## src/rtl/pa_rrip_pkg.sv

```systemverilog
package pa_rrip_pkg;
  typedef enum logic [1:0] {
    MODE_BASE = 2'd0,
    MODE_MISS = 2'd1,
    MODE_HIT  = 2'd2,
    MODE_BOTH = 2'd3
  } pf_mode_e;

  typedef enum logic {
    ST_IDLE   = 1'b0,
    ST_SEARCH = 1'b1
  } srch_state_e;
endpackage

```

## src/rtl/pa_rrip_first.sv

```systemverilog
module pa_rrip_first #(
  parameter int N     = 16,
  parameter int IDX_W = 4
) (
  input  logic [N-1:0]     req,
  output logic             found,
  output logic [IDX_W-1:0] idx
);
  always_comb begin
    found = |req;
    idx   = '0;
    for (int i = N - 1; i >= 0; i--) begin
      if (req[i]) idx = IDX_W'(i);
    end
  end
endmodule

```

## src/rtl/pa_rrip_vsel.sv

```systemverilog
module pa_rrip_vsel #(
  parameter int WAYS   = 16,
  parameter int RRPV_W = 2,
  parameter int WAY_W  = 4
) (
  input  logic [WAYS*RRPV_W-1:0] rrpv_flat,
  input  logic [WAYS-1:0]        valid,
  output logic                   found,
  output logic [WAY_W-1:0]       found_way,
  output logic                   need_age
);
  localparam logic [RRPV_W-1:0] MAXV = {RRPV_W{1'b1}};

  logic [WAYS-1:0]  distant;
  logic             inv_found, dist_found;
  logic [WAY_W-1:0] inv_idx, dist_idx;

  for (genvar g = 0; g < WAYS; g++) begin : g_dist
    assign distant[g] = valid[g] && (rrpv_flat[g*RRPV_W +: RRPV_W] == MAXV);
  end

  pa_rrip_first #(.N(WAYS), .IDX_W(WAY_W)) u_inv (
    .req(~valid), .found(inv_found), .idx(inv_idx)
  );
  pa_rrip_first #(.N(WAYS), .IDX_W(WAY_W)) u_dist (
    .req(distant), .found(dist_found), .idx(dist_idx)
  );

  always_comb begin
    found     = inv_found | dist_found;
    found_way = inv_found ? inv_idx : dist_idx;
    need_age  = !found;
  end
endmodule

```

## src/rtl/pa_rrip_array.sv

```systemverilog
module pa_rrip_array #(
  parameter int WAYS   = 16,
  parameter int RRPV_W = 2,
  parameter int WAY_W  = 4
) (
  input  logic                   clk,
  input  logic                   rst,
  input  logic                   age_en,
  input  logic                   fill_en,
  input  logic [WAY_W-1:0]       fill_way,
  input  logic [RRPV_W-1:0]      fill_val,
  input  logic                   clr_en,
  input  logic [WAY_W-1:0]       clr_way,
  output logic [WAYS*RRPV_W-1:0] rrpv_flat
);
  localparam logic [RRPV_W-1:0] MAXV = {RRPV_W{1'b1}};

  for (genvar g = 0; g < WAYS; g++) begin : g_way
    logic [RRPV_W-1:0] val_q;
    always_ff @(posedge clk) begin
      if (rst)                                       val_q <= MAXV;
      else if (age_en && val_q != MAXV)              val_q <= val_q + 1'b1;
      else if (fill_en && fill_way == WAY_W'(g))     val_q <= fill_val;
      else if (clr_en && clr_way == WAY_W'(g))       val_q <= '0;
    end
    assign rrpv_flat[g*RRPV_W +: RRPV_W] = val_q;

    // aging is only requested while no way sits at the distant value
    assert_age_R4: assert property (@(posedge clk) disable iff (rst)
      age_en |-> (val_q != MAXV));
  end
endmodule

```

## src/rtl/pa_rrip_ctrl.sv

```systemverilog
module pa_rrip_ctrl
  import pa_rrip_pkg::*;
#(
  parameter int WAYS   = 16,
  parameter int RRPV_W = 2,
  parameter int WAY_W  = 4
) (
  input  logic              clk,
  input  logic              rst,
  input  logic [1:0]        mode,
  input  logic              req_valid,
  input  logic              req_prefetch,
  input  logic              req_hit,
  input  logic [WAY_W-1:0]  req_way,
  input  logic [WAYS-1:0]   line_valid,
  input  logic              found,
  input  logic [WAY_W-1:0]  found_way,
  input  logic              need_age,
  output logic [WAYS-1:0]   vmask,
  output logic              busy,
  output logic              age_en,
  output logic              fill_en,
  output logic [WAY_W-1:0]  fill_way,
  output logic [RRPV_W-1:0] fill_val,
  output logic              clr_en,
  output logic [WAY_W-1:0]  clr_way,
  output logic              victim_valid,
  output logic [WAY_W-1:0]  victim_way
);
  localparam logic [RRPV_W-1:0] MAXV = {RRPV_W{1'b1}};
  localparam logic [RRPV_W-1:0] DEMV = MAXV - 1'b1;

  srch_state_e state_q;
  logic        pf_q;
  pf_mode_e    mode_q;
  logic        accept;
  pf_mode_e    mode_in;

  assign mode_in = pf_mode_e'(mode);
  assign accept  = req_valid && (state_q == ST_IDLE);

  always_ff @(posedge clk) begin
    if (rst) begin
      state_q      <= ST_IDLE;
      pf_q         <= 1'b0;
      mode_q       <= MODE_BASE;
      vmask        <= '0;
      victim_valid <= 1'b0;
      victim_way   <= '0;
    end else begin
      victim_valid <= 1'b0;
      case (state_q)
        ST_IDLE: begin
          if (accept && !req_hit) begin
            state_q <= ST_SEARCH;
            pf_q    <= req_prefetch;
            mode_q  <= mode_in;
            vmask   <= line_valid;
          end
        end
        ST_SEARCH: begin
          if (found) begin
            state_q      <= ST_IDLE;
            victim_valid <= 1'b1;
            victim_way   <= found_way;
          end
        end
        default: state_q <= ST_IDLE;
      endcase
    end
  end

  always_comb begin
    busy     = (state_q == ST_SEARCH);
    age_en   = busy && need_age;
    fill_en  = busy && found;
    fill_way = found_way;
    fill_val = (pf_q && (mode_q == MODE_MISS || mode_q == MODE_BOTH)) ? MAXV : DEMV;
    clr_en   = accept && req_hit &&
               (!req_prefetch || mode_in == MODE_BASE || mode_in == MODE_MISS);
    clr_way  = req_way;
  end

  // the victim pulse is one cycle wide
  assert_pulse_R5: assert property (@(posedge clk) disable iff (rst)
    victim_valid |=> !victim_valid);
  // a pulse only follows a cycle spent searching
  assert_busy_R5: assert property (@(posedge clk) disable iff (rst)
    victim_valid |-> $past(busy));
endmodule

```

## src/rtl/pa_rrip_set.sv

```systemverilog
module pa_rrip_set
  import pa_rrip_pkg::*;
#(
  parameter int WAYS   = 16,
  parameter int RRPV_W = 2,
  localparam int WAY_W = $clog2(WAYS)
) (
  input  logic                   clk,
  input  logic                   rst,
  input  logic [1:0]             mode,
  input  logic                   req_valid,
  input  logic                   req_prefetch,
  input  logic                   req_hit,
  input  logic [WAY_W-1:0]       req_way,
  input  logic [WAYS-1:0]        line_valid,
  output logic                   busy,
  output logic                   victim_valid,
  output logic [WAY_W-1:0]       victim_way,
  output logic [WAYS*RRPV_W-1:0] rrpv_o
);
  localparam logic [RRPV_W-1:0] MAXV = {RRPV_W{1'b1}};

  logic              found, need_age;
  logic [WAY_W-1:0]  found_way;
  logic [WAYS-1:0]   vmask;
  logic              age_en, fill_en, clr_en;
  logic [WAY_W-1:0]  fill_way, clr_way;
  logic [RRPV_W-1:0] fill_val;

  pa_rrip_vsel #(.WAYS(WAYS), .RRPV_W(RRPV_W), .WAY_W(WAY_W)) u_vsel (
    .rrpv_flat(rrpv_o), .valid(vmask),
    .found(found), .found_way(found_way), .need_age(need_age)
  );

  pa_rrip_ctrl #(.WAYS(WAYS), .RRPV_W(RRPV_W), .WAY_W(WAY_W)) u_ctrl (
    .clk(clk), .rst(rst), .mode(mode),
    .req_valid(req_valid), .req_prefetch(req_prefetch), .req_hit(req_hit),
    .req_way(req_way), .line_valid(line_valid),
    .found(found), .found_way(found_way), .need_age(need_age),
    .vmask(vmask), .busy(busy), .age_en(age_en),
    .fill_en(fill_en), .fill_way(fill_way), .fill_val(fill_val),
    .clr_en(clr_en), .clr_way(clr_way),
    .victim_valid(victim_valid), .victim_way(victim_way)
  );

  pa_rrip_array #(.WAYS(WAYS), .RRPV_W(RRPV_W), .WAY_W(WAY_W)) u_array (
    .clk(clk), .rst(rst), .age_en(age_en),
    .fill_en(fill_en), .fill_way(fill_way), .fill_val(fill_val),
    .clr_en(clr_en), .clr_way(clr_way), .rrpv_flat(rrpv_o)
  );

  logic [RRPV_W-1:0] req_way_val, victim_val;
  assign req_way_val = rrpv_o[req_way*RRPV_W +: RRPV_W];
  assign victim_val  = rrpv_o[victim_way*RRPV_W +: RRPV_W];

  // an accepted demand hit leaves its way at 0
  assert_demand_hit_R8: assert property (@(posedge clk) disable iff (rst)
    (req_valid && req_hit && !req_prefetch && !busy) |=>
      (rrpv_o[$past(req_way)*RRPV_W +: RRPV_W] == '0));
  // a prefetch hit in hit or both mode keeps the way's value
  assert_pf_hit_R8: assert property (@(posedge clk) disable iff (rst)
    (req_valid && req_hit && req_prefetch && !busy && mode[1]) |=>
      (rrpv_o[$past(req_way)*RRPV_W +: RRPV_W] == $past(req_way_val)));
  // a filled way always sits at one of the two insertion values
  assert_insert_R6: assert property (@(posedge clk) disable iff (rst)
    victim_valid |-> (victim_val >= MAXV - 1'b1));
  // nothing is accepted while a search runs
  assert_ignore_R9: assert property (@(posedge clk) disable iff (rst)
    (busy && !$past(busy)) |-> $past(req_valid && !req_hit));
endmodule

```

## config.mk

```make
export PLATFORM = sky130hd
export DESIGN_NAME = pa_rrip_set
export DESIGN_NICKNAME = d
export VERILOG_FILES = /design/src/rtl/pa_rrip_pkg.sv /design/src/rtl/pa_rrip_first.sv /design/src/rtl/pa_rrip_vsel.sv /design/src/rtl/pa_rrip_array.sv /design/src/rtl/pa_rrip_ctrl.sv /design/src/rtl/pa_rrip_set.sv
export SDC_FILE = /design/constraint.sdc
export NUM_CORES = 1
export LEC_CHECK = 0
export BUFFER_PORTS_ARGS = -buffer_cell sky130_fd_sc_hd__buf_2
export CORE_ASPECT_RATIO = 0.7
export CORE_MARGIN = 3
export CORE_UTILIZATION = 57
export CTS_BUF_LIST = sky130_fd_sc_hd__clkbuf_8
export DETAILED_ROUTE_END_ITERATION = 8
export PLACE_DENSITY_LB_ADDON = 0.08
export SYNTH_ARGS = -nofsm -noshare
export SYNTH_HDL_FRONTEND = slang
export SYNTH_SLANG_ARGS = --single-unit
```

## constraint.sdc

```tcl
create_clock -name clk -period 2.7 [get_ports clk]
set_input_delay 0.405 -clock clk [delete_from_list [all_inputs] [get_ports clk]]
set_output_delay 0.405 -clock clk [all_outputs]
set_load 0.03 [all_outputs]
```

**Word level (Yosys, flattened, before mapping)**

Index checks and enable logic that the tools add are counted.

- Bits of input ports: 27
- Word-level logic and storage cells: 293
- Register bits after elaboration: 57
- Output and inout bits: 38

- Equal/unequal tests: 65
- Multiplexer cells: 86
- Reductions and logical operators: 101
- Add/sub/neg operators: 16
- Bitwise logic cells: 3

Operators by type and width:

| operator | number |
|---|---|
| $mux 4 | 33 |
| $mux 2 | 48 |
| $logic_and 1x1->1 | 71 |
| $eq 4x4->1 const B | 16 |
| $reduce_bool 3->1 | 16 |
| $eq 2x2->1 const B | 17 |
| $add 2x1->2 const B | 16 |
| $eq 4x3->1 const B | 8 |
| $ne 2x2->1 const B | 16 |
| $reduce_or 16->1 | 2 |
| $eq 4x2->1 const B | 4 |
| $not 16->16 | 1 |
| $eq 4x1->1 const B | 2 |
| $logic_not 4->1 | 2 |
| $eq 2x1->1 const B | 2 |
| $mux 1 | 4 |
| $reduce_and 2->1 | 2 |
| $logic_not 1->1 | 3 |
| $logic_or 1x1->1 | 3 |
| $logic_not 2->1 | 1 |
| $pmux 1 s2 | 1 |
| $reduce_or 2->1 | 1 |
| $not 1->1 | 1 |
| $or 1x1->1 | 1 |

**Logic depth before layout (Yosys ltp)**

- Depth in word-level cells: 23
- Gate-level depth with buffers: 10
- Mapped depth without buffers: 8

**Hierarchy**

From an unflattened synthesis, not the netlist that was laid out.

- Cell total of the unflattened synthesis: 497
- Area total of the unflattened synthesis: 4027.6 um2

Modules (own cells, without submodules):

| module | cells an instance | area each (um2) | times used |
|---|---|---|---|
| pa_rrip_array | 274 | 2308.5 | 1 |
| pa_rrip_ctrl | 117 | 1151.1 | 1 |
| pa_rrip_first | 34 | 176.4 | 2 |
| pa_rrip_vsel | 38 | 215.2 | 1 |

**Worst setup path after synthesis**

OpenSTA, ideal clock, no wires.

- Path kind: reg2reg
- Start: reg u_array.g_way[10].val_q[0]
- End: reg u_array.g_way[3].val_q[1]
- Setup slack: 0.395 ns
- Buffers on the path: 2
- Data required time: 2.580 ns
- Stages on the path, launching flop included: 11
- Arrival: 2.185 ns
- Cell sequence: dfxtp_1 > ha_1 > a22o_1 > and4bb_1 > nor4b_2 > nand2_1 > buf_2 > buf_6 > nor2_2 > nor2_1 > a211o_1

- Cells in the longest elaborated chain, start to end: 18
- Elaborated cells between the ends (all ways): 25

Ends and longest elaborated chain:

| what | RTL line | RTL |
|---|---|---|
| from (decl) | pa_rrip_array.sv:19 | `logic [RRPV_W-1:0] val_q;` |
| from (signal assigned) | pa_rrip_array.sv:22 | `else if (age_en && val_q != MAXV) val_q <= val_q + 1'b1;` |
| from (signal assigned) | pa_rrip_array.sv:23 | `else if (fill_en && fill_way == WAY_W'(g)) val_q <= fill_val;` |
| $eq 2x2->1 * | pa_rrip_vsel.sv:19 | `assign distant[g] = valid[g] && (rrpv_flat[g*RRPV_W +: RRPV_W] == MAXV);` |
| $logic_and 1x1->1 * | pa_rrip_vsel.sv:19 |  |
| $mux 4 (11 in a row) | pa_rrip_first.sv:13 | `if (req[i]) idx = IDX_W'(i);` |
| $mux 4 | pa_rrip_vsel.sv:31 | `found_way = inv_found ? inv_idx : dist_idx;` |
| $eq 4x2->1 | pa_rrip_array.sv:23 |  |
| $logic_and 1x1->1 | pa_rrip_array.sv:23 |  |
| $mux 2 | pa_rrip_array.sv:23 |  |
| $mux 2 | pa_rrip_array.sv:22 |  |
| to (signal assigned) | pa_rrip_array.sv:22 |  |
| to (signal assigned) | pa_rrip_array.sv:23 |  |
| to (decl) | pa_rrip_array.sv:19 |  |

Mark *: on every way between the ends. The rest lies on a longest branch, timed or not.
A chain may end at the register's enable or synchronous reset.

**Worst setup path in the final report**

- Start: reg u_array.g_way[10].val_q[0]
- End: reg u_array.g_way[9].val_q[1]

- Cells in the longest elaborated chain, start to end: 18
- Elaborated cells between the ends (all ways): 25

Ends and longest elaborated chain:

| what | RTL line |
|---|---|
| $eq 2x2->1 * | pa_rrip_vsel.sv:19 |
| $logic_and 1x1->1 * | pa_rrip_vsel.sv:19 |
| $mux 4 (11 in a row) | pa_rrip_first.sv:13 |
| $mux 4 | pa_rrip_vsel.sv:31 |
| $eq 4x4->1 | pa_rrip_array.sv:23 |
| $logic_and 1x1->1 | pa_rrip_array.sv:23 |
| $mux 2 | pa_rrip_array.sv:23 |
| $mux 2 | pa_rrip_array.sv:22 |
| to (signal assigned) | pa_rrip_array.sv:22 |
| to (signal assigned) | pa_rrip_array.sv:23 |
| to (decl) | pa_rrip_array.sv:19 |

Marked as above.

==> results.toml <==
[global_routing]
grt_pass1_vias = 3034
gr-total-overflow = 0
grt_usage_pct = 30.7
antenna_found_initial = 0
grt_max_degree = 31
grt_pass1_wl_um = 16100

[pwr]
ir_drop_uv = 279
p_sw_mw = 0.453
pwr-share-seq_pct = 52.6
cellPowerDensity_mw_per_mm2 = 440
pwr-share-comb_pct = 13.8
swShare_pct = 27.3
p_int_mw = 1.21
power_frac_clock_pct = 33.7
power_leakage_nw = 1.45

[layout]
area_delta_synth_final_pct = 16.7
nNetsFinal = 511
fin_cells = 541
drive_above_1_share_pct = 22.4
antennaDiodeCount = 0

[yosys]
syn_inst = 404
synth_edf_count = 0
synth-seq-cells = 56
yosysSeqAreaShare_pct = 34.6
synth_nets = 447
synth.avg_cell_area_um2 = 8.01
synth_ff_type = "dfxtp_1"
async_flop_share_pct = 0
yosysWarnings = 0
synth_cell_types = 54
synthesis.area_mm2 = 0.00324

[placement]
dp_hpwl_um = 7850
io_buffers = 64
placed_cells = 533
routabilityCongestion = 1.01

[clocking]
hold_buffers = 0
cts_tree = "done"
cts-root-buf = "clkbuf_8"
insertion_delay_ps = 310
clockBufferDepth = 2
clk_pin_slew_worst_paths_ps = 100
cts_sinks = 56
htree_levels = 2
cts_buffers = 5

[critical_path]
crit_end = "u_array.g_way[9].val_q[1]$_SDFFE_PP1P_"
cp_cell_sequence = "ha_1, a22o_1, a21oi_1, o21ai_0, a222oi_1, o21a_2, buf_4, nand2_1, o221ai_1"
crit_required_ps = 2920
crit_start = "u_array.g_way[10].val_q[0]$_SDFFE_PP1P_"
crit_fanout = 7
crit_type = "reg2reg"
critPathSlowestCell = "a222oi_1"
cpPeakStageDelay_ps = 370
start_kind = "flip-flop"
reg2reg_to = "u_array.g_way[9].val_q[1]$_SDFFE_PP1P_"
worst_setup_path_end_kind = "flip-flop"
reg2reg_depth = 9
cp_data_arrival_time_ps = 2810
r2r_slack_ps = 110
r2r_start = "u_array.g_way[10].val_q[0]$_SDFFE_PP1P_"

[timing]
fin_skew_ps = 5.89
tns_ps = 0
hold_viol_final = 0
timing.slew.headroom_pct = 26.3
drv_slew = 0
worst_pin_slew_ps = 1100
clock.fmax_mhz = 386
rsz0062_at_grt = "false"
setup_viol = 0
fin_crit_ps = 2590
fin_crit_sh_pct = 95.9

[route]
num_vias = 3506
ant_nets = 0
first_iter_violations = 391
drt_wl_total_um = 10200
drc = 0
wl_per_cell_um = 18.9
post_drt_via_cell_ratio = 6.48
drtPass1Iterations = 5

[run]
maxCapViolCount = 0

[run_status]
status = "completed"

[floorplan]
start_util_pct = 60.3
die_width_um = 96.1
die_y_um = 69.0
core_area_mm2 = 0.00537
fp.dieArea_mm2 = 0.00663
pin_count = 65
rows = 22

[worst_hold_path]
hold_path_class = "in2reg"
## state kept, by name, summed over array words and instances, names as in the netlist
signal,flops
u_array.g_way.val_q,32
u_ctrl.busy,1
u_ctrl.mode_q,1
u_ctrl.pf_q,1
u_ctrl.victim_valid,1
u_ctrl.victim_way,4
u_ctrl.vmask,16
## power groups by stage
stage	clock network [mW]	registers (mW)	logic [mW]
6_report	0.560	0.874	0.229
4_1_cts	0.561	0.872	0.219
2_1_floorplan	0	0.899	0.129
3_5_place_dp	0	0.891	0.217
5_1_grt	0.598	0.877	0.248
3_3_place_gp	0	0.890	0.213
## logic make-up (layout without fill, tap and decap cells)
logic type                 Yosys count  after routing  synth area share, %
adders and majority gates           16             16                 6.19
DFF                                 56             56                 34.6
buffers and inverters               27             92                 4.10
muxes                                1              1                0.309
and+or+nand+nor                    173            173                 26.5
AOI/OAI and AO/OA                  131            131                 28.2
## cells in the final DEF, fill, tap and decap left out, types with 3 or more instances in the layout
cell,instances
o21bai_1,17
a211o_1,14
nand2b_1,3
buf_4,15
a22o_1,3
buf_2,64
a221o_1,4
and2_2,4
nand3_1,29
nor2_1,23
o21ai_1,5
a21oi_1,29
dfxtp_1,56
clkbuf_8,5
a31oi_1,15
nand2_1,71
a22oi_1,5
and4_1,3
a211oi_1,11
o221ai_1,3
inv_1,5
o21ai_0,10
and3_1,12
ha_1,16
nand4_1,3
nor2b_1,6
## synthesized netlist by cell type, types with 6 or more instances
cell | number | area share (%)
a211o_1 | 14 | 3.8
a211oi_1 | 11 | 2.6
a21oi_1 | 29 | 4.5
a31oi_1 | 15 | 2.9
and3_1 | 12 | 2.3
buf_2 | 7 | 1.1
clkbuf_1 | 12 | 1.4
dfxtp_1 | 56 | 35
ha_1 | 16 | 6.2
nand2_1 | 71 | 8.2
nand3_1 | 29 | 4.5
nor2_1 | 24 | 2.8
nor2b_1 | 6 | 1.2
o21ai_0 | 10 | 1.5
o21bai_1 | 17 | 3.9
## worst min-delay path by stage
stage | startpoint | endpoint | slack [ps] | cells after the start
3_3_place_gp | u_ctrl.mode_q[0]$_SDFFE_PP0P_ | u_ctrl.mode_q[0]$_SDFFE_PP0P_ | 450 | 2
4_1_cts | line_valid[8] | u_ctrl.vmask[8]$_SDFFE_PP0P_ | 320 | 3
3_5_place_dp | u_ctrl.mode_q[0]$_SDFFE_PP0P_ | u_ctrl.mode_q[0]$_SDFFE_PP0P_ | 450 | 2
6_report | line_valid[8] | u_ctrl.vmask[8]$_SDFFE_PP0P_ | 320 | 3
5_1_grt | line_valid[8] | u_ctrl.vmask[8]$_SDFFE_PP0P_ | 320 | 3
2_1_floorplan | u_ctrl.mode_q[0]$_SDFFE_PP0P_ | u_ctrl.mode_q[0]$_SDFFE_PP0P_ | 440 | 2
## per-layer routing
layer	track usage [%]	part of all wire, %	vias to the layer above
li1	-	-	1626
met3	6.65	12	22
met5	0	0	-
met4	5.52	1.6	0
met2	40.6	41	210
met1	50.2	45	1648
## what timing repair did
action,in CTS,in global routing
setup endpoints to repair,0,15
resized for setup,0,4
buffers inserted,0,0
## worst max-delay path, delay by kind of cell (launching register included)
kind | cells | cell delay (ps)
and+or+nand+nor | 1 | 180
DFF | 1 | 350
buffers and inverters | 1 | 190
adders and majority gates | 1 | 270
AOI/OAI and AO/OA | 6 | 1520
## per-stage QoR
stage	setup WS, ps	total power [mW]	hold WS [ps]	area, um2	utilization [%]
global placement	38.0	1.10	447	3640	67.9
detailed placement	125	1.11	452	3640	67.9
floorplan	395	1.03	437	3240	-
CTS	108	1.65	320	3760	70.0
finish	110	1.66	322	3780	70.4
global route	11.7	1.72	317	3780	70.4
## cell type report
type,instances,area (um2)
flip-flops and latches,56,1120
repair buffers,79,433
fillers,469,1590
inverters,5,18.8
clock inverters,3,42.5
well taps,72,90.1
clock buffers,5,68.8
multi-input cells,321,2000
Note: power is estimated with default switching activity, not from simulation.
